[src/rtl/nib_pkg.sv]
package nib_pkg;
    localparam int NIB_W  = 4;
    localparam int OP_W   = 5;
    localparam int NREG   = 4;
    localparam int RIDX_W = $clog2(NREG);

    typedef enum logic [OP_W-1:0] {
        OP_NOP   = 5'd0,
        OP_LDI   = 5'd1,
        OP_ADDM  = 5'd2,
        OP_SUBM  = 5'd3,
        OP_ADDI  = 5'd4,
        OP_SUBI  = 5'd5,
        OP_ANDM  = 5'd6,
        OP_ORM   = 5'd7,
        OP_XORM  = 5'd8,
        OP_RLA   = 5'd9,
        OP_RRA   = 5'd10,
        OP_RLR   = 5'd11,
        OP_RRR   = 5'd12,
        OP_SETC  = 5'd13,
        OP_CLRC  = 5'd14,
        OP_SBANK = 5'd15,
        OP_CBANK = 5'd16,
        OP_LDA   = 5'd17,
        OP_STR   = 5'd18,
        OP_LDR   = 5'd19,
        OP_LDM   = 5'd20,
        OP_STM   = 5'd21
    } op_e;

    typedef enum logic [2:0] {
        AL_PASS, AL_ADD, AL_SUB, AL_AND, AL_OR, AL_XOR, AL_ROL, AL_ROR
    } alu_e;

    typedef enum logic {
        BANK_PRI = 1'b0,
        BANK_SEC = 1'b1
    } bank_e;
endpackage

[src/rtl/nib_alu.sv]
module nib_alu
    import nib_pkg::*;
#(
    parameter int W = NIB_W
) (
    input  alu_e         fn,
    input  logic [W-1:0] a,
    input  logic [W-1:0] b,
    input  logic         cin,
    output logic [W-1:0] res,
    output logic         cout
);
    logic [W:0] sum;

    always_comb begin
        sum  = '0;
        res  = b;
        cout = cin;
        unique case (fn)
            AL_PASS: res = b;
            AL_ADD: begin
                sum  = {1'b0, a} + {1'b0, b};
                res  = sum[W-1:0];
                cout = sum[W];
            end
            AL_SUB: begin
                sum  = {1'b0, a} + {1'b0, ~b} + {{W{1'b0}}, 1'b1};
                res  = sum[W-1:0];
                cout = sum[W];
            end
            AL_AND: res = a & b;
            AL_OR:  res = a | b;
            AL_XOR: res = a ^ b;
            AL_ROL: begin
                res  = {a[W-2:0], cin};
                cout = a[W-1];
            end
            AL_ROR: begin
                res  = {cin, a[W-1:1]};
                cout = a[0];
            end
            default: res = b;
        endcase
    end
endmodule

[src/rtl/nib_regs.sv]
module nib_regs
    import nib_pkg::*;
#(
    parameter int W = NIB_W,
    parameter int N = NREG
) (
    input  logic                clk,
    input  logic                we,
    input  logic [RIDX_W-1:0]   widx,
    input  logic [W-1:0]        wdata,
    input  logic [RIDX_W-1:0]   ridx,
    output logic [W-1:0]        rdata,
    output logic [N-1:0][W-1:0] all_q
);
    for (genvar g = 0; g < N; g++) begin : g_reg
        logic [W-1:0] q;
        always_ff @(posedge clk) begin
            if (we && widx == RIDX_W'(g)) begin
                q <= wdata;
            end
        end
        assign all_q[g] = q;
    end

    assign rdata = all_q[ridx];
endmodule

[src/rtl/nib_datapath.sv]
module nib_datapath
    import nib_pkg::*;
#(
    parameter int W = NIB_W
) (
    input  logic           clk,
    input  logic           rst_n,
    input  logic           op_valid,
    input  logic [OP_W-1:0] op_code,
    input  logic           op_sel,
    input  logic [W-1:0]   op_imm,
    input  logic [W-1:0]   mem_rdata,
    output logic [2*W-1:0] mem_addr,
    output logic           mem_we,
    output logic [W-1:0]   mem_wdata,
    output logic [W-1:0]   acc,
    output logic           carry,
    output logic           bank,
    output logic [W-1:0]   table_ptr,
    output logic [W-1:0]   periph_sel
);
    localparam int IDX_PH = 0;
    localparam int IDX_PL = 1;
    localparam int IDX_SH = 2;
    localparam int IDX_SL = 3;

    bank_e state_q, state_d;
    op_e   op;

    alu_e            alu_fn;
    logic [W-1:0]    alu_a, alu_b, alu_res;
    logic            alu_cout;
    logic            acc_we, cy_alu_we, cy_set, cy_clr, reg_we;
    logic [RIDX_W-1:0]         ridx;
    logic [NREG-1:0][W-1:0]    regs_q;
    logic [W-1:0]    reg_rd;

    assign op   = op_e'(op_code);
    assign ridx = {state_q == BANK_SEC, op_sel};

    // State register: bank selection
    always_ff @(posedge clk or negedge rst_n) begin
        if (!rst_n) state_q <= BANK_PRI;
        else        state_q <= state_d;
    end

    always_comb begin
        state_d = state_q;
        unique case (state_q)
            BANK_PRI: if (op_valid && op == OP_SBANK) state_d = BANK_SEC;
            BANK_SEC: if (op_valid && op == OP_CBANK) state_d = BANK_PRI;
            default:  state_d = BANK_PRI;
        endcase
    end

    // Output / decode process
    always_comb begin
        alu_fn    = AL_PASS;
        alu_a     = acc;
        alu_b     = op_imm;
        acc_we    = 1'b0;
        cy_alu_we = 1'b0;
        cy_set    = 1'b0;
        cy_clr    = 1'b0;
        reg_we    = 1'b0;
        mem_we    = 1'b0;
        if (op_valid) begin
            unique case (op)
                OP_LDI:  acc_we = 1'b1;
                OP_ADDM: begin alu_fn = AL_ADD; alu_b = mem_rdata; acc_we = 1'b1; cy_alu_we = 1'b1; end
                OP_SUBM: begin alu_fn = AL_SUB; alu_b = mem_rdata; acc_we = 1'b1; cy_alu_we = 1'b1; end
                OP_ADDI: begin alu_fn = AL_ADD; acc_we = 1'b1; cy_alu_we = 1'b1; end
                OP_SUBI: begin alu_fn = AL_SUB; acc_we = 1'b1; cy_alu_we = 1'b1; end
                OP_ANDM: begin alu_fn = AL_AND; alu_b = mem_rdata; acc_we = 1'b1; end
                OP_ORM:  begin alu_fn = AL_OR;  alu_b = mem_rdata; acc_we = 1'b1; end
                OP_XORM: begin alu_fn = AL_XOR; alu_b = mem_rdata; acc_we = 1'b1; end
                OP_RLA:  begin alu_fn = AL_ROL; acc_we = 1'b1; cy_alu_we = 1'b1; end
                OP_RRA:  begin alu_fn = AL_ROR; acc_we = 1'b1; cy_alu_we = 1'b1; end
                OP_RLR:  begin alu_fn = AL_ROL; alu_a = reg_rd; reg_we = 1'b1; cy_alu_we = 1'b1; end
                OP_RRR:  begin alu_fn = AL_ROR; alu_a = reg_rd; reg_we = 1'b1; cy_alu_we = 1'b1; end
                OP_SETC: cy_set = 1'b1;
                OP_CLRC: cy_clr = 1'b1;
                OP_LDA:  begin alu_b = reg_rd; acc_we = 1'b1; end
                OP_STR:  begin alu_b = acc; reg_we = 1'b1; end
                OP_LDR:  reg_we = 1'b1;
                OP_LDM:  begin alu_b = mem_rdata; acc_we = 1'b1; end
                OP_STM:  mem_we = 1'b1;
                default: ;
            endcase
        end
    end

    nib_alu #(.W(W)) u_alu (
        .fn   (alu_fn),
        .a    (alu_a),
        .b    (alu_b),
        .cin  (carry),
        .res  (alu_res),
        .cout (alu_cout)
    );

    nib_regs #(.W(W), .N(NREG)) u_regs (
        .clk   (clk),
        .we    (reg_we),
        .widx  (ridx),
        .wdata (alu_res),
        .ridx  (ridx),
        .rdata (reg_rd),
        .all_q (regs_q)
    );

    always_ff @(posedge clk) begin
        if (acc_we) acc <= alu_res;
        if (cy_set)         carry <= 1'b1;
        else if (cy_clr)    carry <= 1'b0;
        else if (cy_alu_we) carry <= alu_cout;
    end

    assign bank       = (state_q == BANK_SEC);
    assign mem_addr   = {regs_q[IDX_PH], regs_q[IDX_PL]};
    assign mem_wdata  = acc;
    assign table_ptr  = regs_q[IDX_SH];
    assign periph_sel = regs_q[IDX_SL];
endmodule

[config.mk]
export PLATFORM = sky130hd
export DESIGN_NAME = nib_datapath
export DESIGN_NICKNAME = d
export VERILOG_FILES = /design/src/rtl/nib_pkg.sv /design/src/rtl/nib_alu.sv /design/src/rtl/nib_regs.sv /design/src/rtl/nib_datapath.sv
export SDC_FILE = /design/constraint.sdc
export NUM_CORES = 1
export LEC_CHECK = 0
export ABC_AREA = 1
export CORE_MARGIN = 10
export CORE_UTILIZATION = 25
export CTS_BUF_LIST = sky130_fd_sc_hd__clkbuf_8
export DETAILED_ROUTE_END_ITERATION = 7
export PLACE_DENSITY = 0.47
export REMOVE_ABC_BUFFERS = 1
export SLEW_MARGIN = 20
export SYNTH_ARGS = -nofsm -noshare
export SYNTH_HDL_FRONTEND = slang
export SYNTH_HIERARCHICAL = 1
export SYNTH_SLANG_ARGS = --single-unit
[constraint.sdc]
create_clock -name clk -period 3.16 [get_ports clk]
set_clock_uncertainty 0.1 [all_clocks]
set_input_delay 0.79 -clock clk [delete_from_list [all_inputs] [get_ports clk]]
set_output_delay 0.79 -clock clk [all_outputs]
set_load 0.02 [all_outputs]
==> results of run 1 <==
==> sequential cells by signal (all words and copies together) (netlist names) <==
signal	flops
carry	1
u_regs/g.q	16
bank	1
acc	4
==> cells by family (layout without fill, tap and decap cells) <==
group | after synthesis | in the layout | share of synthesized area [%]
fa+ha+maj | 14 | 14 | 8.82
flops | 22 | 22 | 29.9
buf+inv | 77 | 185 | 15.1
compound gates | 31 | 31 | 8.36
simple gates | 185 | 185 | 37.8
==> cell type report <==
class | count | area [um2]
inverters | 66 | 253
clock buffers | 3 | 41.3
repair buffers | 115 | 961
multi-input cells | 230 | 1330
clock inverters | 1 | 30.0
flip-flops and latches | 22 | 646
fillers | 852 | 4910
well taps | 105 | 131
==> final timing paths <==
kind / to / startpoint / slack, ns / depth (start not counted)
max: u_regs/g_reg[1].q[1] / op_code[0] / 0.08 / 16
min: carry / carry / 0.52 / 4
max reg2reg: u_regs/g_reg[1].q[1] / bank / 0.29 / 14
min reg2reg: carry / carry / 0.52 / 4
max in group asynchronous: bank / rst_n / 2.31 / 1
min in group asynchronous: bank / rst_n / 0.55 / 1
==> what timing repair did <==
item                                    in CTS  in global routing
setup buffers                                6                  4
pin swaps                                   11                  8
resized for setup                           48                 29
endpoints found under the setup margin      22                 16
==> cells in the final DEF (no fill, tap or decap), types with 6 or more instances in the layout <==
master | Yosys | routed
sky130_fd_sc_hd__nor2_4 | 1 | 8
sky130_fd_sc_hd__inv_1 | 54 | 50
sky130_fd_sc_hd__nand2_1 | 81 | 75
sky130_fd_sc_hd__buf_4 | 4 | 70
sky130_fd_sc_hd__edfxtp_1 | 20 | 20
sky130_fd_sc_hd__nand3_1 | 41 | 39
sky130_fd_sc_hd__inv_2 | 11 | 14
sky130_fd_sc_hd__nand2_2 | 3 | 8
sky130_fd_sc_hd__ha_1 | 12 | 9
sky130_fd_sc_hd__nand4_1 | 7 | 7
sky130_fd_sc_hd__nor2_2 | 2 | 6
sky130_fd_sc_hd__clkdlybuf4s50_1 | 0 | 35
sky130_fd_sc_hd__nor2_1 | 39 | 28
sky130_fd_sc_hd__a21oi_1 | 11 | 8
sky130_fd_sc_hd__o21ai_0 | 12 | 10
==> critical path: stages <==
cell and delay (ns):
sky130_fd_sc_hd__buf_2 0.15, sky130_fd_sc_hd__nand2_2 0.07, sky130_fd_sc_hd__buf_4 0.13, sky130_fd_sc_hd__buf_4 0.14, sky130_fd_sc_hd__o21ai_4 0.15, sky130_fd_sc_hd__nand2_2 0.10
sky130_fd_sc_hd__nor2_1 0.13, sky130_fd_sc_hd__a21oi_2 0.06, sky130_fd_sc_hd__buf_4 0.15, sky130_fd_sc_hd__ha_4 0.16, sky130_fd_sc_hd__fa_1 0.42, sky130_fd_sc_hd__inv_1 0.07
sky130_fd_sc_hd__nor2_1 0.06, sky130_fd_sc_hd__nor3_2 0.16, sky130_fd_sc_hd__nand4_1 0.10, sky130_fd_sc_hd__buf_4 0.17
==> metrics by stage <==
step / setup slack, ns / setup TNS, ns / area [um2] / hold WS [ns]
finish: 0.0769 / 0 / 3390 / 0.524
global placement: -0.851 / -14.18 / 3110 / 0.510
CTS: 0.00219 / 0 / 3260 / 0.528
detailed placement: -0.793 / -13.94 / 3110 / 0.509
floorplan: -0.0156 / -0.0780 / 2080 / 0.394
global route: -0.0118 / -0.0528 / 3390 / 0.551
==> report_power, final <==
group          internal, mW  leakage (nW)  switching, mW  total [mW]
Clock                 0.169        0.0357         0.0984       0.268
Combinational         0.220          1.42          0.258       0.477
Sequential            0.346         0.202         0.0232       0.369
Total                 0.735          1.66          0.379        1.11
==> layer usage <==
layer | global-route usage, % | vias to the layer above | wire [um]
li1 | - | 1259 | -
met1 | 14.4 | 1101 | 3410
met2 | 18.4 | 88 | 3360
met3 | 1.85 | 6 | 480
met4 | 2.37 | 0 | 76
met5 | 0 | - | 0
==> impl_metrics.prom, run 1 <==
# TYPE chip_impl_metric gauge
chip_impl_metric{name="place_congestion",unit=""} 0.946
chip_impl_metric{name="maximum_number_of_pins_on_one_net_before_global_route_repair",unit=""} 14
chip_impl_metric{name="finalCritPeriodShare",unit="%"} 97.6
chip_impl_metric{name="max_slew.worst_pin.slew",unit="ns"} 0.371
chip_impl_info{name="synth_largest_area_cell",value="sky130_fd_sc_hd__edfxtp_1"} 1
chip_impl_metric{name="synth_warnings",unit=""} 6
chip_impl_metric{name="die_area",unit="um2"} 12700
chip_impl_metric{name="final_antenna_net_count",unit=""} 0
chip_impl_metric{name="io_buffer_count",unit=""} 43
chip_impl_metric{name="power-per-cell-area",unit="nW/um2"} 328
chip_impl_info{name="hold_path_class",value="flop to flop"} 1
chip_impl_metric{name="setup_violations",unit=""} 0
chip_impl_info{name="yosys_most_used_dff",value="sky130_fd_sc_hd__edfxtp_1"} 1
chip_impl_metric{name="async_set_or_reset_register_ratio_after_synthesis",unit="%"} 4.55
chip_impl_metric{name="cp_max_fo",unit=""} 5
chip_impl_metric{name="layout_min_cycle_time",unit="ns"} 3.08
chip_impl_metric{name="netlist.area_leader.share",unit="%"} 27.9
chip_impl_metric{name="final_cell_count_no_fill",unit=""} 542
chip_impl_info{name="clk_root_buffer_cell",value="sky130_fd_sc_hd__clkbuf_8"} 1
chip_impl_metric{name="vias_in_the_first_global_route",unit=""} 2389
chip_impl_metric{name="detailedRoute.firstIterationViolations",unit=""} 146
chip_impl_info{name="post-synth-top-count-cell",value="sky130_fd_sc_hd__nand2_1"} 1
chip_impl_metric{name="cp_data_arrival_time",unit="ns"} 3.00
chip_impl_metric{name="die_height",unit="um"} 113
chip_impl_metric{name="design.core.area",unit="um2"} 8300
chip_impl_metric{name="postLayoutCoreUtil",unit="%"} 40.9
chip_impl_metric{name="area.growth.synth_to_final",unit="%"} 57.4
chip_impl_metric{name="detailed_place_hpwl",unit="um"} 5850
chip_impl_metric{name="yosys.cell_types.count",unit=""} 34
chip_impl_metric{name="postRouteWirelength",unit="um"} 7320
chip_impl_metric{name="die_width",unit="um"} 113
chip_impl_metric{name="post_synth_instance_area",unit="um2"} 2160
chip_impl_info{name="cts_tree",value="yes"} 1
chip_impl_metric{name="synth_enable_flop_cells",unit=""} 20
chip_impl_info{name="worst_setup_sp_type",value="primary input"} 1
chip_impl_metric{name="cts-buffers-inserted",unit=""} 3
chip_impl_metric{name="pin_count",unit=""} 44
chip_impl_metric{name="grt_pass1_wl",unit="um"} 11800
chip_impl_metric{name="cts_num_sinks",unit=""} 22
chip_impl_metric{name="cellLeakagePower",unit="nW"} 1.66
chip_impl_metric{name="wire_per_inst",unit="um"} 13.5
chip_impl_metric{name="share_of_cells_above_drive_strength_1",unit="%"} 30.7
chip_impl_metric{name="ir_drop",unit="mV"} 0.126
chip_impl_metric{name="average_cell_area_after_synthesis",unit="um2"} 6.55
chip_impl_metric{name="antenna_found_initial",unit=""} 0
chip_impl_metric{name="total_congestion_overflow",unit=""} 0
chip_impl_metric{name="report.final.slew_viol_count",unit=""} 0
chip_impl_metric{name="initial_utilization",unit="%"} 26.0
chip_impl_info{name="path_type_of_the_worst_setup_path",value="primary input to flop"} 1
chip_impl_metric{name="synth_sequential_area_ratio",unit="%"} 29.9
chip_impl_metric{name="worst-endpoint-required",unit="ns"} 3.08
chip_impl_metric{name="clock_tree.buffer_depth",unit=""} 2
chip_impl_info{name="synthTopCellsByCount",value="sky130_fd_sc_hd__nand2_1 (81), sky130_fd_sc_hd__inv_1 (54), sky130_fd_sc_hd__nand3_1 (41)"} 1
chip_impl_metric{name="ff_latch_count_synth",unit=""} 22
chip_impl_metric{name="remaining_design_rule_violation_count",unit=""} 0
chip_impl_metric{name="grt.total_usage",unit="%"} 11.0
chip_impl_metric{name="worst_setup_hold_path_clk_slew",unit="ns"} 0.09
chip_impl_metric{name="cap_viol_max_count",unit=""} 0
chip_impl_metric{name="cts_max_level",unit=""} 1
chip_impl_info{name="ranking_of_synthesized_cells_by_area",value="sky130_fd_sc_hd__edfxtp_1 (28%), sky130_fd_sc_hd__nand2_1 (14%), sky130_fd_sc_hd__nand3_1 (9.5%)"} 1
chip_impl_metric{name="cts.hold.buffers_added",unit=""} 0
chip_impl_metric{name="first_pass_iters",unit=""} 4
chip_impl_metric{name="design_power_total",unit="mW"} 1.11
chip_impl_info{name="run_status",value="finished clean"} 1
chip_impl_metric{name="count_of_nets_after_finishing",unit=""} 469
chip_impl_metric{name="max_clock_freq",unit="MHz"} 324
chip_impl_metric{name="core.rowCount",unit=""} 33
chip_impl_metric{name="hold_violations",unit=""} 0
chip_impl_metric{name="route.detailed.vias_per_inst",unit=""} 4.53
chip_impl_metric{name="insertion_delay",unit="ns"} 0.26
chip_impl_metric{name="insertedDiodeCount",unit=""} 0
chip_impl_metric{name="route.vias.total",unit=""} 2454
chip_impl_metric{name="max_slew_margin",unit="%"} 75.3
chip_impl_metric{name="syn_inst",unit=""} 329
chip_impl_metric{name="number_of_cells_in_the_design_after_placement",unit=""} 528
chip_impl_info{name="endpoint_kind",value="flop"} 1
No activity file was read; power rests on OpenSTA's default activity.
==> inputs of run 2 (changes only) <==
Settings changed: CORE_ASPECT_RATIO set to 1.75, CORE_UTILIZATION 25 to 52, CTS_BUF_LIST sky130_fd_sc_hd__clkbuf_8 to unset, PLACE_DENSITY 0.47 to 0.83.
==> run 2 against run 1 <==
The flow now finishes with violations (setup timing). Global-route usage increased by 12 points. Design area increased by 4.1%. Worst setup slack worse by 0.21 ns. Maximum frequency down 6.4%. Clock power rose by 3%. Total power up 11%. First-iteration DRC count rose to 2.7 times the previous value. Sequential share of layout area down 0.75 points. Largest cell class unchanged. Highest routed layer unchanged.
==> impl_metrics.prom, run 2 (synthesis gave the netlist of run 1 again) <==
# TYPE chip_impl_metric gauge
chip_impl_metric{name="count_of_nets_after_finishing",unit=""} 479
chip_impl_info{name="registers.top_by_ff_count",value="u_regs/g.q"} 1
chip_impl_metric{name="cap_viol_max_count",unit=""} 0
chip_impl_metric{name="route.detailed.vias_per_inst",unit=""} 6.13
chip_impl_info{name="worst_setup_sp_type",value="primary input"} 1
chip_impl_metric{name="finalSetupTns",unit="ns"} -1.71
chip_impl_metric{name="finalCritPeriodShare",unit="%"} 104
chip_impl_metric{name="die_width",unit="um"} 68.7
chip_impl_info{name="hold_path_class",value="primary input to async pin"} 1
chip_impl_metric{name="antenna_found_initial",unit=""} 0
chip_impl_metric{name="cts_max_level",unit=""} 1
chip_impl_metric{name="insertion_delay",unit="ns"} 0.28
chip_impl_info{name="path_type_of_the_worst_setup_path",value="primary input to flop"} 1
chip_impl_info{name="endpoint_kind",value="flop"} 1
chip_impl_metric{name="number_of_cells_in_the_design_after_placement",unit=""} 472
chip_impl_metric{name="cp_max_fo",unit=""} 5
chip_impl_metric{name="first_pass_iters",unit=""} 6
chip_impl_metric{name="worst_setup_hold_path_clk_slew",unit="ns"} 0.08
chip_impl_metric{name="largest_register_ffs",unit=""} 16
chip_impl_metric{name="maximum_number_of_pins_on_one_net_before_global_route_repair",unit=""} 14
chip_impl_metric{name="wire_per_inst",unit="um"} 21.1
chip_impl_metric{name="die_area",unit="um2"} 7220
chip_impl_metric{name="dpl_worst_slack",unit="ns"} -0.779
chip_impl_metric{name="cellLeakagePower",unit="nW"} 1.72
chip_impl_metric{name="fillers",unit=""} 189
chip_impl_metric{name="cts.hold.buffers_added",unit=""} 0
chip_impl_metric{name="hold_violations",unit=""} 0
chip_impl_metric{name="route.vias.total",unit=""} 3035
chip_impl_metric{name="total_congestion_overflow",unit=""} 0
chip_impl_info{name="clk_root_buffer_cell",value="sky130_fd_sc_hd__clkbuf_8"} 1
chip_impl_metric{name="final_antenna_net_count",unit=""} 0
chip_impl_info{name="run_status",value="finished with violations"} 1
chip_impl_metric{name="whs",unit="ns"} 0.557
chip_impl_metric{name="worst-endpoint-required",unit="ns"} 3.09
chip_impl_metric{name="core.rowCount",unit=""} 30
chip_impl_metric{name="max_slew.worst_pin.slew",unit="ns"} 0.390
chip_impl_metric{name="vias_in_the_first_global_route",unit=""} 2793
chip_impl_metric{name="setup_violations",unit=""} 21
chip_impl_metric{name="grt_pass1_wl",unit="um"} 13000
chip_impl_metric{name="pin_count",unit=""} 44
chip_impl_metric{name="fin_ws",unit="ns"} -0.133
chip_impl_info{name="failing_checks",value="setup timing"} 1
chip_impl_info{name="registers_with_the_most_flip_flops",value="u_regs/g.q x16, acc x4"} 1
chip_impl_metric{name="postRouteWirelength",unit="um"} 10500
chip_impl_info{name="cts_tree",value="yes"} 1
chip_impl_metric{name="max_clock_freq",unit="MHz"} 304
chip_impl_metric{name="ir_drop",unit="mV"} 0.311
chip_impl_metric{name="io_buffer_count",unit=""} 43
chip_impl_metric{name="place_congestion",unit=""} 0.989
chip_impl_metric{name="power-per-cell-area",unit="nW/um2"} 349
chip_impl_metric{name="initial_utilization",unit="%"} 54.7
chip_impl_info{name="layout.cells.most_common",value="sky130_fd_sc_hd__buf_4"} 1
chip_impl_metric{name="share_of_cells_above_drive_strength_1",unit="%"} 38.3
chip_impl_metric{name="layout_min_cycle_time",unit="ns"} 3.29
chip_impl_metric{name="design.core.area",unit="um2"} 3940
chip_impl_metric{name="detailed_place_hpwl",unit="um"} 6000
chip_impl_metric{name="die_height",unit="um"} 105
chip_impl_metric{name="cts-buffers-inserted",unit=""} 3
chip_impl_metric{name="max_slew_margin",unit="%"} 73.9
chip_impl_metric{name="final_cell_count_no_fill",unit=""} 495
chip_impl_metric{name="remaining_design_rule_violation_count",unit=""} 0
chip_impl_metric{name="cp_data_arrival_time",unit="ns"} 3.22
chip_impl_metric{name="grt.total_usage",unit="%"} 23.2
chip_impl_metric{name="cts_num_sinks",unit=""} 22
chip_impl_metric{name="insertedDiodeCount",unit=""} 0
chip_impl_metric{name="clock_tree.buffer_depth",unit=""} 2
chip_impl_info{name="final_cell_mix",value="sky130_fd_sc_hd__buf_4 (77), sky130_fd_sc_hd__nand2_1 (63), sky130_fd_sc_hd__inv_1 (47), sky130_fd_sc_hd__clkdlybuf4s50_1 (36), sky130_fd_sc_hd__nand3_1 (34)"} 1
chip_impl_metric{name="area.growth.synth_to_final",unit="%"} 63.8
chip_impl_metric{name="report.final.slew_viol_count",unit=""} 0
chip_impl_metric{name="design_power_total",unit="mW"} 1.23
chip_impl_metric{name="detailedRoute.firstIterationViolations",unit=""} 389
[run 2: worst paths after layout]
path | startpoint | to | cells after the start | slack [ns]
max in group asynchronous | rst_n | bank | 1 | 2.30
hold / removal | rst_n | bank | 1 | 0.56
setup reg to reg | bank | u_regs/g_reg[0].q[1] | 16 | 0.22
min in group clk | carry | carry | 4 | 0.56
setup / recovery | op_code[1] | u_regs/g_reg[0].q[1] | 17 | -0.13
hold reg to reg | carry | carry | 4 | 0.56
[run 2: area by class of cell]
class	count	area, um2	share of cell area (%)
sequential	22	646	18.3
tap	48	60.1	1.70
timing repair buffer	125	1050	29.8
clock inverter	1	30.0	0.850
inverter	66	263	7.44
clock buffer	3	41.3	1.17
multi-input combinational	230	1440	40.8
[run 2: worst max-delay path, cell delays in order]
cell and delay, ns:
sky130_fd_sc_hd__buf_2 0.15, sky130_fd_sc_hd__nor2_4 0.17, sky130_fd_sc_hd__nand2_1 0.14, sky130_fd_sc_hd__nor2_2 0.22, sky130_fd_sc_hd__nor2_4 0.08, sky130_fd_sc_hd__nand2_2 0.10
sky130_fd_sc_hd__nand2_1 0.07, sky130_fd_sc_hd__nand2_2 0.06, sky130_fd_sc_hd__nor2_2 0.05, sky130_fd_sc_hd__nor2_4 0.17, sky130_fd_sc_hd__ha_4 0.18, sky130_fd_sc_hd__fa_2 0.44
sky130_fd_sc_hd__inv_2 0.07, sky130_fd_sc_hd__nor2_1 0.04, sky130_fd_sc_hd__nor3_1 0.17, sky130_fd_sc_hd__nand4_1 0.13, sky130_fd_sc_hd__buf_6 0.17
[run 2: timing repair]
item / CTS / global route
pin swaps: 15 / 27
setup buffers: 12 / 7
gates resized for setup: 56 / 58
endpoints found under the setup margin: 22 / 16
[run 2: power breakdown]
group / switching, mW / leakage [nW] / internal [mW] / total (mW)
clock network: 0.107 / 0.0357 / 0.170 / 0.276
registers: 0.0213 / 0.202 / 0.346 / 0.367
logic: 0.334 / 1.49 / 0.255 / 0.589
[run 2: per-layer routing]
metal,up-vias,routed length [um],GRT usage (%),share of wire [%]
met3,115,1040,3.53,10
met1,1348,3180,23.0,30
met4,0,1090,16.6,10
met5,-,0,0,0
met2,290,5150,40.6,49
li1,1282,-,-,-
[run 2: metrics by stage]
stage          util [%]  instance area (um2)
2_1_floorplan         -                 2080
6_report           89.6                 3530
3_5_place_dp       77.2                 3040
4_1_cts            83.3                 3280
5_1_grt            89.6                 3530
3_3_place_gp       77.2                 3040
==> inputs of run 3 (changes only) <==
Settings changed: SLEW_MARGIN 20 to unset.
==> results of run 3 <==
Same layout as run 2: the final DEF is identical, and so are final timing and power.
